==> src/rtl/pkmul_pkg.sv <==
package pkmul_pkg;

   localparam int OP_W = 2;

   typedef enum logic [OP_W-1:0] {
      PM_HIGH    = 2'd0,
      PM_LOW     = 2'd1,
      PM_PAIRSUM = 2'd2,
      PM_NONE    = 2'd3
   } pm_op_e;

endpackage

==> src/rtl/pkmul_lane.sv <==
module pkmul_lane #(
   parameter int W        = 16,
   parameter bit PROD_REG = 1'b1,
   localparam int PW      = 2 * W
) (
   input  logic                 clk,
   input  logic                 rst_n,
   input  logic                 en,
   input  logic signed [W-1:0]  a,
   input  logic signed [W-1:0]  b,
   output logic        [PW-1:0] prod
);

   logic signed [PW-1:0] full;

   always_comb begin
      full = PW'(a) * PW'(b);
   end

   generate
      if (PROD_REG) begin : g_reg
         logic [PW-1:0] prod_q;

         always_ff @(posedge clk or negedge rst_n) begin
            if (!rst_n) begin
               prod_q <= '0;
            end else if (en) begin
               prod_q <= full;
            end
         end

         assign prod = prod_q;

         // a zero operand in a lane yields a zero product one edge later
         a_r3_zero_operand: assert property (@(posedge clk) disable iff (!rst_n)
            (en && (a == '0 || b == '0)) |=> (prod == '0));
      end else begin : g_comb
         logic unused_clk;
         assign unused_clk = clk ^ rst_n ^ en;
         assign prod = full;
      end
   endgenerate

endmodule

==> src/rtl/pkmul_combine.sv <==
module pkmul_combine
   import pkmul_pkg::*;
#(
   parameter int LANE_W = 16,
   parameter int LANES  = 4,
   localparam int PW    = 2 * LANE_W,
   localparam int DW    = LANES * LANE_W,
   localparam int PAIRS = LANES / 2
) (
   input  logic                        clk,
   input  logic                        rst_n,
   input  logic                        in_valid,
   input  pm_op_e                      in_op,
   input  logic [LANES-1:0][PW-1:0]    in_prod,
   output logic                        out_valid,
   output logic [DW-1:0]               out_data
);

   logic [DW-1:0] hi_vec;
   logic [DW-1:0] lo_vec;
   logic [DW-1:0] sum_vec;
   logic [DW-1:0] nxt;

   genvar gi;
   generate
      for (gi = 0; gi < LANES; gi++) begin : g_half
         assign hi_vec[gi*LANE_W +: LANE_W] = in_prod[gi][PW-1:LANE_W];
         assign lo_vec[gi*LANE_W +: LANE_W] = in_prod[gi][LANE_W-1:0];
      end
      for (gi = 0; gi < PAIRS; gi++) begin : g_pair
         assign sum_vec[gi*PW +: PW] = in_prod[2*gi] + in_prod[2*gi+1];
      end
   endgenerate

   always_comb begin
      unique case (in_op)
         PM_HIGH:    nxt = hi_vec;
         PM_LOW:     nxt = lo_vec;
         PM_PAIRSUM: nxt = sum_vec;
         default:    nxt = '0;
      endcase
   end

   always_ff @(posedge clk or negedge rst_n) begin
      if (!rst_n) begin
         out_valid <= 1'b0;
         out_data  <= '0;
      end else begin
         out_valid <= in_valid;
         if (in_valid) begin
            out_data <= nxt;
         end
      end
   end

   // the unused code produces a valid, all-zero result
   a_r6_unused_zero: assert property (@(posedge clk) disable iff (!rst_n)
      (in_valid && in_op == PM_NONE) |=> (out_valid && out_data == '0));

endmodule

==> src/rtl/pkmul_unit.sv <==
module pkmul_unit
   import pkmul_pkg::*;
#(
   parameter int LANE_W   = 16,
   parameter int LANES    = 4,
   parameter bit PROD_REG = 1'b1,
   localparam int PW      = 2 * LANE_W,
   localparam int DW      = LANES * LANE_W
) (
   input  logic              clk,
   input  logic              rst_n,
   input  logic              in_valid,
   output logic              in_ready,
   input  logic [OP_W-1:0]   in_op,
   input  logic [DW-1:0]     in_a,
   input  logic [DW-1:0]     in_b,
   output logic              out_valid,
   output logic [DW-1:0]     out_data
);

   generate
      if (LANES < 2 || (LANES % 2) != 0) begin : g_chk_lanes
         $error("pkmul_unit: LANES must be even and at least 2");
      end
      if (LANE_W < 2) begin : g_chk_width
         $error("pkmul_unit: LANE_W must be at least 2");
      end
   endgenerate

   assign in_ready = 1'b1;

   logic                     take;
   logic [LANES-1:0][PW-1:0] prod;
   logic                     s1_valid;
   pm_op_e                   s1_op;

   assign take = in_valid & in_ready;

   genvar gl;
   generate
      for (gl = 0; gl < LANES; gl++) begin : g_lane
         pkmul_lane #(
            .W        (LANE_W),
            .PROD_REG (PROD_REG)
         ) u_lane (
            .clk   (clk),
            .rst_n (rst_n),
            .en    (take),
            .a     (in_a[gl*LANE_W +: LANE_W]),
            .b     (in_b[gl*LANE_W +: LANE_W]),
            .prod  (prod[gl])
         );
      end

      if (PROD_REG) begin : g_tag_reg
         always_ff @(posedge clk or negedge rst_n) begin
            if (!rst_n) begin
               s1_valid <= 1'b0;
               s1_op    <= PM_HIGH;
            end else begin
               s1_valid <= take;
               if (take) begin
                  s1_op <= pm_op_e'(in_op);
               end
            end
         end

         // accepted operation shows up exactly two edges later
         a_r7_valid_due: assert property (@(posedge clk) disable iff (!rst_n)
            take |-> ##2 out_valid);
         a_r7_no_spurious: assert property (@(posedge clk) disable iff (!rst_n)
            !take |-> ##2 !out_valid);
      end else begin : g_tag_comb
         assign s1_valid = take;
         assign s1_op    = pm_op_e'(in_op);

         a_r7_valid_due: assert property (@(posedge clk) disable iff (!rst_n)
            take |=> out_valid);
      end
   endgenerate

   pkmul_combine #(
      .LANE_W (LANE_W),
      .LANES  (LANES)
   ) u_comb (
      .clk       (clk),
      .rst_n     (rst_n),
      .in_valid  (s1_valid),
      .in_op     (s1_op),
      .in_prod   (prod),
      .out_valid (out_valid),
      .out_data  (out_data)
   );

   // reset clears the result side
   a_r1_reset_clear: assert property (@(posedge clk)
      !rst_n |-> (!out_valid && out_data == '0));

   // no new result means the result register keeps its value
   a_r8_hold: assert property (@(posedge clk) disable iff (!rst_n)
      !out_valid |-> $stable(out_data));

endmodule

==> config.mk <==
export PLATFORM = sky130hd
export DESIGN_NAME = pkmul_unit
export DESIGN_NICKNAME = d
export VERILOG_FILES = /design/src/rtl/pkmul_pkg.sv /design/src/rtl/pkmul_lane.sv /design/src/rtl/pkmul_combine.sv /design/src/rtl/pkmul_unit.sv
export SDC_FILE = /design/constraint.sdc
export NUM_CORES = 2
export LEC_CHECK = 0
export ABC_CLOCK_PERIOD_IN_PS = 4100
export CAP_MARGIN = 10
export CORE_MARGIN = 2
export CORE_UTILIZATION = 60
export DETAILED_ROUTE_END_ITERATION = 10
export PLACE_DENSITY = 0.79
export RECOVER_POWER = 25
export SLEW_MARGIN = 0
export SYNTH_ARGS = -nofsm -noshare
export SYNTH_HDL_FRONTEND = slang
export SYNTH_SLANG_ARGS = --single-unit
==> constraint.sdc <==
create_clock -name clk -period 4.1 [get_ports clk]
set_input_delay 1.025 -clock clk [delete_from_list [all_inputs] [get_ports clk]]
set_output_delay 1.025 -clock clk [all_outputs]
set_load 0.01 [all_outputs]
==> impl_metrics.toml <==
[run_status]
status = "complete, but fails checks"
violations = "capacitance limit, slew limit, setup timing"

[timing]
drv_slew = 148
worst_pin_slew_ps = 2010
hold_ws_ps = 485
min_period_over_period = 1.67
rsz0062_at_grt = "yes"
relSlewSlack = -0.337
finalSetupViolCount = 104
period_minus_slack_ps = 6850
layout_setup_ws_ps = -2750
finalHoldViolCount = 0
skew_ps = 19.4
max_freq_mhz = 146

[worst_setup_path]
crit_chain = "buf_6 > and2_4 > fa_1 > inv_2 > fa_1 > fa_1 > inv_1 > fa_1 > fa_1 > inv_1 > fa_1 > inv_2 > ha_4 > nor2b_4 > a311o_1 > a21o_1 > a221o_1 > a221o_1 > a2111o_1 > a41o_1 > xor2_1 > mux2_4"
max_stage_delay_ps = 570
cp.arrival_ps = 7210
r2r_slack_ps = 200
cpMostUsedCell = "fa_1"
crit_start = "in_b[52]"
required_ps = 4460
path_buf_inv = 5
r2r_start = "g_lane[3].u_lane.prod[0]"
crit_path_top_delay_cell = "fa_1"
end_kind = "register"
crit_family = "adder cells"
setup.worst_path.start_class = "primary input"
crit_fanout = 8
critPathKind = "primary input to register"

[route]
drt_wl_total_mm = 155
vias = 42600
remaining_drc_errors = 0
ant_nets = 0
first_pass_iters = 6
drtIter0Drc = 3556
viasPerCell = 5.76
wl_per_cell_um = 20.9

[logic_synthesis]
synth_cell_types = 67
syn_nets = 6953
synth_most_common_cell = "inv_1"
postSynthAreaPerCell_sq_um = 9.28
synth_seq_cells = 196
yosys-top-cells-count = "1183 x inv_1, 1050 x fa_1, 555 x nand2_1, 493 x and2_1, 390 x ha_1"
yosys.area.top_type = "fa_1"
synth_edf_count = 0
yosys_most_used_dff = "dfrtp_1"
synth_warnings = 0
synth.area.top_cells = "fa_1 42%, dfrtp_1 9.8%, ha_1 9.8%"
ys_async_sr_fraction = 1.00
yosysSeqAreaShare = 0.0982
netlist_area_sq_um = 49900
synth.top_cell.area_share = 0.421
synth_cells = 5380

[clock_tree]
clk_latency_ps = 480
cts_tree = "built"
postCtsHoldBufs = 0
root_buffer = "clkbuf_16"
cts_inserted_buffers = 17
h-tree-depth = 4
clk_pin_slew_worst_paths_ps = 90
clkSinkCount = 196
clockBufferDepth = 2

[die]
dieArea_sq_um = 85600
rows = 105
io_pins = 199
die_h_um = 293
core_sq_um = 82200
start_util = 0.607
die_w_um = 293

[place]
routabilityCongestion = 0.962
dpl_cell_area_sq_um = 59200
place_ws_ps = -3770
port_buffers = 197
dp_hpwl_mm = 113

[grt]
grt-ovfl-total = 0
grt_pass1_wl_mm = 236
grt_max_degree = 75
grt_pass1_vias = 45900
track_usage = 0.349
antenna_found_initial = 3

[cells_and_area]
post-route-util = 0.784
drive_above_1_share = 0.295
nets = 7892
area_growth_pct = 29.1
fin_area_sq_um = 64500

[hold_path]
worstHoldPathType = "register to register"
min-delay-start = "u_comb.out_data[43]"

[run]
drv_cap = 2
metrics by stage:
stage / setup TNS (ps) / std cells
floorplan: -169370 / 5380
global placement: -272980 / 7161
detailed placement: -279600 / 7161
CTS: -181980 / 7367
global route: -200410 / 7402
finish: -186970 / 7403
registers in the layout (all words and copies together) (netlist names):
register / flops
g_lane.u_lane.prod: 128
s1_op: 2
s1_valid: 1
u_comb.out_data: 64
u_comb.out_valid: 1
worst register-to-register path, cell delays in order (launching register included):
cell      delay, ps
dfrtp_1         450
ha_1            250
fa_1            220
a21oi_1         120
o211ai_1        270
a41oi_1         270
o311ai_0        850
a31oi_1         390
o21a_1          330
o21ai_0         260
a21oi_1         100
a311o_1         270
placed cells by master (no fill, tap or decap), drive strengths merged, types with 89 or more instances in the layout:
cell | netlist | final
nor2 | 215 | 215
and2 | 493 | 493
dfrtp | 196 | 196
buf | 8 | 1006
xnor2 | 152 | 152
o21ai | 110 | 110
inv | 1183 | 1188
fa | 1050 | 1050
mux2 | 89 | 89
ha | 390 | 390
a21oi | 242 | 242
nand2 | 555 | 555
layer usage:
metal  up-vias  share of wire  GRT usage
li1      18200              -          -
met1     21600           0.37      0.448
met2      2099           0.50      0.603
met3       641          0.080     0.0577
met4         4          0.051      0.117
met5         -        0.00019          0
path summary, 6_finish.rpt:
check	to	depth (start not counted)
max in group asynchronous	s1_op[0]	2
min in group asynchronous	g_lane[3].u_lane.prod[31]	1
min	u_comb.out_data[43]	1
max reg2reg	u_comb.out_data[62]	11
min reg2reg	u_comb.out_data[43]	1
max	g_lane[3].u_lane.prod[28]	22
kinds of logic (layout without fill, tap and decap cells):
| family | after synthesis | after routing | synth area share |
|---|---|---|---|
| compound gates | 645 | 645 | 0.0815 |
| xor+xnor | 190 | 190 | 0.0333 |
| fa+ha+maj | 1440 | 1440 | 0.519 |
| buf+inv | 1373 | 2325 | 0.103 |
| flops | 196 | 196 | 0.0982 |
| mux | 131 | 131 | 0.0285 |
| other cells | 1 | 2 | 0.0000751 |
| simple gates | 1404 | 1404 | 0.136 |
final cells by class:
type / instances / area, sq um
clock buffers: 17 / 425
inverters: 1186 / 4460
clock inverters: 15 / 185
repair buffers: 1107 / 9770
fillers: 4941 / 17800
diodes: 1 / 2.50
multi-input cells: 3811 / 43400
well taps: 1070 / 1340
flip-flops and latches: 196 / 4910
repair_timing:
action,in CTS,in global routing
pin swaps,404,380
hold endpoints to repair,0,0
setup buffers,181,88
endpoints found under the setup margin,109,107
resized for setup,945,580
cloned,4,1
Power is not shown: default switching activity piles up to over one toggle a cycle in this logic, so the estimate is an artifact.
